$ cat src/rtl/clkmode_pkg.sv
`timescale 1ns/1ps
package clkmode_pkg;
    typedef enum logic [1:0] {
        SEL_BASE     = 2'd0,
        SEL_ARM_UP   = 2'd1,
        SEL_DOUBLE   = 2'd2,
        SEL_ARM_DOWN = 2'd3
    } sel_state_e;

    localparam logic [15:0] SPEED_ADDR_LO = 16'hFFD6;
    localparam int          SPEED_BITS    = 2;
endpackage

$ cat src/rtl/speed_decode.sv
`timescale 1ns/1ps
module speed_decode #(
    parameter int               ADDR_W = 16,
    parameter logic [ADDR_W-1:0] BASE  = 16'hFFD6,
    parameter int               SPAN   = 4,
    localparam int              IDX_W  = $clog2(SPAN)
) (
    input  logic [ADDR_W-1:0] bus_addr,
    input  logic              bus_wr,
    input  logic              bus_qual,
    output logic              ctl_wr_en,
    output logic              hit,
    output logic [IDX_W-1:0]  hit_idx
);
    logic [ADDR_W-1:0] offset;
    logic              in_window;

    always_comb begin
        offset    = bus_addr - BASE;
        in_window = (bus_addr >= BASE) && (offset < ADDR_W'(SPAN));
        hit_idx   = offset[IDX_W-1:0];
        hit       = in_window && bus_wr && bus_qual;
        ctl_wr_en = bus_wr && !in_window;
    end
endmodule

$ cat src/rtl/mode_bits.sv
`timescale 1ns/1ps
module mode_bits #(
    parameter int  NBITS = 2,
    localparam int IDX_W = $clog2(2 * NBITS)
) (
    input  logic             clk,
    input  logic             rst_n,
    input  logic             hit,
    input  logic [IDX_W-1:0] hit_idx,
    output logic [NBITS-1:0] bits,
    output logic             want_fast
);
    for (genvar i = 0; i < NBITS; i++) begin : g_bit
        localparam logic [IDX_W-2:0] SLOT = (IDX_W-1)'(i);
        logic touch;
        assign touch = hit && (hit_idx[IDX_W-1:1] == SLOT);
        always_ff @(posedge clk or negedge rst_n) begin
            if (!rst_n)     bits[i] <= 1'b0;
            else if (touch) bits[i] <= hit_idx[0];
        end
    end

    assign want_fast = |bits;
endmodule

$ cat src/rtl/sel_handover.sv
`timescale 1ns/1ps
module sel_handover
    import clkmode_pkg::*;
(
    input  logic clk,
    input  logic rst_n,
    input  logic want_fast,
    input  logic bus_qual,
    output logic clk_sel
);
    sel_state_e state, nxt;
    logic       qual_d;
    logic       boundary;

    assign boundary = qual_d && !bus_qual;

    always_ff @(posedge clk or negedge rst_n) begin
        if (!rst_n) qual_d <= 1'b0;
        else        qual_d <= bus_qual;
    end

    always_comb begin
        nxt = state;
        unique case (state)
            SEL_BASE:     if (want_fast)  nxt = SEL_ARM_UP;
            SEL_ARM_UP:   if (!want_fast) nxt = SEL_BASE;
                          else if (boundary) nxt = SEL_DOUBLE;
            SEL_DOUBLE:   if (!want_fast) nxt = SEL_ARM_DOWN;
            SEL_ARM_DOWN: if (want_fast)  nxt = SEL_DOUBLE;
                          else if (boundary) nxt = SEL_BASE;
            default:      nxt = SEL_BASE;
        endcase
    end

    always_ff @(posedge clk or negedge rst_n) begin
        if (!rst_n) state <= SEL_BASE;
        else        state <= nxt;
    end

    always_ff @(posedge clk or negedge rst_n) begin
        if (!rst_n) clk_sel <= 1'b0;
        else        clk_sel <= (nxt == SEL_DOUBLE) || (nxt == SEL_ARM_DOWN);
    end
endmodule

$ cat src/rtl/clkmode_snoop.sv
`timescale 1ns/1ps
module clkmode_snoop #(
    parameter int               ADDR_W     = 16,
    parameter logic [ADDR_W-1:0] SPEED_BASE = clkmode_pkg::SPEED_ADDR_LO,
    parameter int               MODE_BITS  = clkmode_pkg::SPEED_BITS,
    localparam int              SPAN       = 2 * MODE_BITS,
    localparam int              IDX_W      = $clog2(SPAN)
) (
    input  logic                 clk,
    input  logic                 rst_n,
    input  logic [ADDR_W-1:0]    bus_addr,
    input  logic                 bus_wr,
    input  logic                 bus_qual,
    output logic                 ctl_wr_en,
    output logic                 clk_sel,
    output logic [MODE_BITS:0]   mode_status
);
    logic                 hit;
    logic [IDX_W-1:0]     hit_idx;
    logic [MODE_BITS-1:0] bits;
    logic                 want_fast;

    speed_decode #(.ADDR_W(ADDR_W), .BASE(SPEED_BASE), .SPAN(SPAN)) u_dec (
        .bus_addr (bus_addr),
        .bus_wr   (bus_wr),
        .bus_qual (bus_qual),
        .ctl_wr_en(ctl_wr_en),
        .hit      (hit),
        .hit_idx  (hit_idx)
    );

    mode_bits #(.NBITS(MODE_BITS)) u_bits (
        .clk      (clk),
        .rst_n    (rst_n),
        .hit      (hit),
        .hit_idx  (hit_idx),
        .bits     (bits),
        .want_fast(want_fast)
    );

    sel_handover u_sel (
        .clk      (clk),
        .rst_n    (rst_n),
        .want_fast(want_fast),
        .bus_qual (bus_qual),
        .clk_sel  (clk_sel)
    );

    assign mode_status = {clk_sel, bits};
endmodule

$ cat config.mk
export PLATFORM = sky130hd
export DESIGN_NAME = clkmode_snoop
export DESIGN_NICKNAME = d
export VERILOG_FILES = /design/src/rtl/clkmode_pkg.sv /design/src/rtl/speed_decode.sv /design/src/rtl/mode_bits.sv /design/src/rtl/sel_handover.sv /design/src/rtl/clkmode_snoop.sv
export SDC_FILE = /design/constraint.sdc
export NUM_CORES = 1
export LEC_CHECK = 0
export BUFFER_PORTS_ARGS = -buffer_cell sky130_fd_sc_hd__buf_2
export CORE_AREA = 3 3 40 42
export CTS_BUF_LIST = sky130_fd_sc_hd__clkbuf_4 sky130_fd_sc_hd__clkbuf_8 sky130_fd_sc_hd__clkbuf_16
export CTS_CLUSTER_DIAMETER = 200
export DETAILED_ROUTE_END_ITERATION = 12
export DIE_AREA = 0 0 43 45
export GPL_TIMING_DRIVEN = 1
export PLACE_DENSITY = 0.54
export RECOVER_POWER = 50
export SYNTH_ARGS = -nofsm -noshare
export SYNTH_HDL_FRONTEND = slang
export SYNTH_SLANG_ARGS = --single-unit
$ cat constraint.sdc
create_clock -name clk -period 1.7 [get_ports clk]
set_clock_uncertainty 0.1 [all_clocks]
set_input_delay 0.34 -clock clk [delete_from_list [all_inputs] [get_ports clk]]
set_output_delay 0.34 -clock clk [all_outputs]
set_load 0.05 [all_outputs]
==> results_dict.tcl, run 1 <==
set metrics [dict create \
    drcViolationCount 0 \
    grt_pass1_vias 407 \
    powerDensity_nw_per_um2 543 \
    finalSetupViolations 1 \
    nets 93 \
    critPathArrivalTime_ns 1.51 \
    synth.most_common_cell "dfrtp_1" \
    antenna_found_initial 0 \
    critPathBufInv 2 \
    cp_slowest_cell "nor4_4" \
    rsz0062_at_grt "yes" \
    yosys-top-cells-area "dfrtp_1 (36%), mux2_1 (6.5%), nor4_4 (6.1%), nand4_1 (5.4%), o2111ai_1 (5.0%)" \
    area_growth_pct 89.9 \
    cts.clk_slew.worst_paths_ns 0.04 \
    crit_family "simple AND/OR/NAND/NOR gates" \
    ant_nets 0 \
    finalHoldViolCount 0 \
    ys_ff_latch 5 \
    post_synth.cell_area_avg_sq_um 9.94 \
    worst_slack_ns -0.246 \
    ctsHtreeMaxLevel 1 \
    numClockSinks 5 \
    endpoint_kind "output pin" \
    clkLatencyLatePin_ns 0.23 \
    post-route-util 0.514 \
    status "complete, but fails checks" \
    num-fill-cells 131 \
    placed_cell_area_sq_um 562 \
    max-vdd-ir-drop_mv 0.342 \
    core_area_sq_um 1280 \
    dieArea_sq_um 1940 \
    instances_no_fill 86 \
    gp_congestion 0.819 \
    power.leakage_uw 0.000315 \
    synth_cells 35 \
    drive_gt1_frac 0.606 \
    cts_tree "yes" \
    netlist_area_sq_um 348 \
    cts_root_buf "clkbuf_4" \
    grt-ovfl-total 0 \
    pin_count 25 \
    worstMarginPinSlew_ns 0.251 \
    rows 13 \
    wl_per_cell_um 11.3 \
    violations "setup timing" \
    crit_chain "buf_4 > ha_4 > xnor2_4 > nor4_4 > o211ai_1 > and2_4 > buf_8" \
    fin_area_sq_um 661 \
    finalCritPeriodShare 1.14 \
    finalSetupTns_ns -0.246 \
    max_cap_viol_count 0 \
    seq_area_frac_synth 0.360 \
    critPathMaxStageDelay_ns 0.30 \
    finalPower_uw 359 \
    first_pass_iters 2 \
    async_flop_share 1.00 \
    groute.usage.overall 0.116 \
    hold_path.class "in -> reg" \
    final.min_clock_period_ns 1.95 \
    routed_wl_um 970 \
    syn_nets 56 \
    die_x_um 43 \
    yosysTopAreaCellShare 0.360 \
    numPortBuffers 24 \
    cp.required_ns 1.26 \
    maxSlewHeadroom 0.833 \
    worstSetupPathType "in -> out" \
    fmax_mhz 514 \
    vias 410 \
    synth_ff_type "dfrtp_1" \
    cts_buffer_depth 2 \
    synthTopCellsByCount "dfrtp_1 (5), nand2_1 (3), nand4_1 (3), nor2_1 (3)" \
    dp_cells 81 \
    drt_iter0_drc 2 \
    yosysTopAreaCell "dfrtp_1" \
    synth-edff-count 0 \
    dieHeight_um 45 \
    yosysUniqueCellTypes 20 \
    grt_max_degree 6 \
    n_antenna_cell 0 \
    slew_violations 0 \
    initial_core_util 0.271 \
    cts_made_buffers 3 \
    vias_per_cell 4.77 \
    cp_max_fo 3 \
    yosys_warnings 0 \
    cp-start-kind "input pin" \
    grt_pass1_wl_um 1640 \
]
power by group:
part,switching [uW],total [uW],internal [uW]
sequential,0.300,121,121
combinational,41.4,91.2,49.9
clock,42.3,146,104
total,83.9,359,275
state kept, by name (all words and copies together), names as in the netlist:
register	cells
u_sel.state	2
u_sel.qual_d	1
u_bits.bits	2
timing repair:
action                                 CTS  global route
setup endpoints to repair                2             3
hold buffers                             1             0
pin swaps                                1             0
buffers inserted                         1             0
resized for setup                        7             5
endpoints found under the hold margin    5             0
cells by family (layout without fill, tap and decap cells):
logic type | Yosys count | in the layout | synth area share
compound gates | 9 | 9 | 0.191
xor+xnor | 2 | 2 | 0.0504
fa+ha+maj | 1 | 1 | 0.0360
buf+inv | 1 | 37 | 0.0216
flops | 5 | 5 | 0.360
mux | 2 | 2 | 0.0647
simple gates | 15 | 15 | 0.277
cell usage in the layout, fill, tap and decap left out, drive strengths merged, types with 2 or more instances in the layout:
master,count
buf,30
nand3b,2
nand2,3
xnor2,2
and2,2
clkbuf,6
dfrtp,5
mux2,2
nand4,3
nor2,3
o2111ai,2
area by class of cell:
| class | instances | area, sq um | area share |
|---|---|---|---|
| multi-input combinational | 29 | 280 | 0.424 |
| clock buffer | 4 | 30.0 | 0.0455 |
| sequential | 5 | 125 | 0.189 |
| timing repair buffer | 33 | 206 | 0.312 |
| tap | 15 | 18.8 | 0.0284 |
path summary, 6_finish.rpt:
kind / startpoint / end / slack, ns / cells past startpoint
worst max-delay path: bus_addr[2] / ctl_wr_en / -0.25 / 7
worst min-delay path: bus_qual / u_sel.qual_d / 0.18 / 1
worst max register to register: u_bits.bits[1] / u_sel.state[0] / 0.70 / 3
worst min register to register: u_sel.state[1] / u_sel.state[1] / 0.44 / 2
max in group asynchronous: rst_n / u_bits.bits[1] / 0.90 / 2
min in group asynchronous: rst_n / u_sel.state[0] / 0.40 / 2
per-stage QoR:
step	hold WS, ns	setup WS [ns]
after floorplan	-0.0556	0.0121
after global placement	0.0566	-0.289
after detailed placement	0.0571	-0.295
after CTS	0.156	-0.234
after global routing	0.184	-0.311
final	0.180	-0.246
metal layers:
layer	vias to the layer above	part of all wire	global-route usage
li1	208	-	-
met1	192	0.39	0.110
met2	10	0.56	0.216
met3	0	0.052	0.0398
met4	0	0	0.0723
met5	-	0	0
Power figures use the tool's default switching activity.
==> run 2, diff against run 1 <==
- CORE_AREA: 3 3 40 42 -> 2 2 39 41
- DIE_AREA: 0 0 43 45 -> 0 0 41 43
- PLACE_DENSITY: 0.54 -> 0.55
- SYNTH_HIERARCHICAL: not set -> 1
==> results_dict.tcl, run 2 <==
set metrics [dict create \
    initial_core_util 0.266 \
    crit_chain "buf_6 > ha_4 > nand3b_1 > nor4_2 > buf_4 > a21boi_2 > buf_6" \
    num-fill-cells 139 \
    clkLatencyLatePin_ns 0.24 \
    seq_area_frac_synth 0.408 \
    core_area_sq_um 1380 \
    postCtsSetupBuffers 0 \
    yosys-top-cells-area "dfrtp_1 (41%), mux2_1 (6.1%), nand3b_4 (5.4%), nand2b_1 (5.1%), buf_4 (4.1%)" \
    cts_tree "yes" \
    fin_area_sq_um 581 \
    yosys_warnings 6 \
    async_flop_share 1.00 \
    drive_gt1_frac 0.600 \
    grt.busiest_layer "met2" \
    crit_family "buffers and inverters" \
    ys_ff_latch 6 \
    final.min_clock_period_ns 1.78 \
    hold_path.class "in -> reg" \
    ctsHtreeMaxLevel 1 \
    cp-start-kind "input pin" \
    p_sw_uw 72.0 \
    powerDensity_nw_per_um2 572 \
    slew_violations 0 \
    dieArea_sq_um 1760 \
    worstMarginPinSlew_ns 0.323 \
    wl_per_cell_um 9.49 \
    hold_ws_ns 0.149 \
    cp_max_fo 2 \
    gp_congestion 0.629 \
    finalHoldViolCount 0 \
    ant_nets 0 \
    numClockSinks 6 \
    post-route-util 0.420 \
    yosysTopAreaCell "dfrtp_1" \
    reg.largest.list "u_bits/bits (2), u_sel/state (2)" \
    seqPwrFrac 0.439 \
    crit_cells 7 \
    drt_iter0_drc 0 \
    post_synth.cell_area_avg_sq_um 11.9 \
    routed_wl_um 721 \
    yosysTopAreaCellShare 0.408 \
    placed_cell_area_sq_um 519 \
    critPathBufInv 3 \
    synth-edff-count 0 \
    pin_count 25 \
    cts_buffer_depth 2 \
    area_growth_pct 57.8 \
    cpMostUsedCell "buf_6" \
    worst_slack_ns -0.0753 \
    yosysUniqueCellTypes 21 \
    max-vdd-ir-drop_mv 0.179 \
    finalCritPeriodShare 1.04 \
    numPortBuffers 24 \
    finalSetupViolations 1 \
    vias 328 \
    cts_made_buffers 3 \
    max_cap_viol_count 0 \
    min_path_cells 1 \
    syn_nets 52 \
    final_common_cell "buf_2" \
    p_int_uw 260 \
    rsz0062_at_grt "yes" \
    seqCellArea_sq_um 150 \
    synth_cells 31 \
    maxSlewHeadroom 0.785 \
    netlist_area_sq_um 368 \
    endpoint_kind "output pin" \
    multi_input_area_sq_um 215 \
    violations "setup timing" \
    synth_ff_type "dfrtp_1" \
    synth.most_common_cell "dfrtp_1" \
    rows 14 \
    power.leakage_uw 0.000324 \
    grt_pass1_wl_um 1240 \
    met3_usage 0 \
    synthTopCellsByCount "dfrtp_1 (6), nand2b_1 (3), buf_4 (2), mux2_1 (2), nand4_1 (2)" \
    use_met1 0.117 \
    nets 83 \
    grt_max_degree 7 \
    critPathMaxStageDelay_ns 0.22 \
    n_antenna_cell 0 \
    r2r_cells 3 \
    dieHeight_um 43 \
    grt-ovfl-total 0 \
    switching_share 0.217 \
    cts_root_buf "clkbuf_4" \
    critPathArrivalTime_ns 1.34 \
    p_comb_frac 0.182 \
    antenna_found_initial 0 \
    fmax_mhz 563 \
    first_pass_iters 1 \
    final_cell_mix "buf_2 (19), dfrtp_1 (6)" \
    cts.clk_slew.worst_paths_ns 0.04 \
    use_met2 0.166 \
    drcViolationCount 0 \
    worstSetupPathType "in -> out" \
    cp_slowest_cell "ha_4" \
    status "complete, but fails checks" \
    vias_per_cell 4.32 \
    grt_pass1_vias 334 \
    die_x_um 41 \
    groute.usage.overall 0.105 \
    p_clk_frac 0.379 \
    cp.required_ns 1.26 \
]
-- run 2: changes by cell type after synthesis, sizes merged, moves of 2 or more --
| cell | change |
|---|---|
| mux2 | +2 |
| o2111ai | -2 |
| nand2 | -2 |
| nand2b | +3 |
| nor2 | -3 |
-- run 2: worst reg2reg max path, delay by kind of cell, from the launching register on --
family,cells,cell delay [ns]
DFF,1,0.38
and+or+nand+nor,2,0.52
xor gates and xnor gates,1,0.16
-- run 2: metrics by stage --
stage	total power, uW	setup WS (ns)	std cells	TNS, ns
2_1_floorplan	169	-0.0586	31	-0.0668
3_3_place_gp	200	-0.212	72	-0.584
3_5_place_dp	200	-0.216	72	-0.586
4_1_cts	340	-0.0882	76	-0.0882
5_1_grt	357	-0.154	76	-0.154
6_report	332	-0.0753	76	-0.0753
-- run 2: power groups by stage --
stage,Sequential [uW],Combinational [uW],Clock [uW]
6_report,146,60.5,126
5_1_grt,145,67.9,144
4_1_cts,146,61.5,133
3_5_place_dp,148,52.7,0
3_3_place_gp,148,52.0,0
2_1_floorplan,148,21.1,0
-- run 2: timing repair --
action | CTS | global route
hold endpoints to repair | 6 | 0
gates resized for setup | 5 | 0
hold buffers | 1 | 0
setup endpoints to repair | 1 | 1
-- run 2: logic make-up (layout without fill, tap and decap cells) --
| family | after synthesis | after routing | synth area share |
|---|---|---|---|
| compound gates | 2 | 2 | 0.0340 |
| simple gates | 12 | 12 | 0.265 |
| xor+xnor | 2 | 2 | 0.0476 |
| fa+ha+maj | 1 | 1 | 0.0340 |
| mux | 5 | 5 | 0.160 |
| flops | 6 | 6 | 0.408 |
| buf+inv | 3 | 32 | 0.0510 |
-- run 2: layer usage --
metal / wire [um] / vias to the layer above
li1: - / 169
met2: 371 / 21
met5: 0 / -
met1: 284 / 138
met4: 0 / 0
met3: 64 / 0
-- run 2: area by class of cell --
type,count,area share
Inverter,1,0.00647
Tap cell,16,0.0345
Clock buffer,3,0.0388
Multi-Input combinational cell,22,0.371
Timing Repair Buffer,28,0.291
Sequential cell,6,0.259
-- run 2: worst paths after layout --
check | startpoint | to | slack, ns
setup / recovery | bus_addr[1] | ctl_wr_en | -0.08
hold / removal | bus_qual | u_sel/qual_d | 0.15
setup reg to reg | u_bits/bits[1] | u_sel/state[0] | 0.43
hold reg to reg | u_bits/bits[0] | u_bits/bits[0] | 0.42
max in group asynchronous | rst_n | u_sel/state[1] | 0.86
min in group asynchronous | rst_n | u_sel/qual_d | 0.40
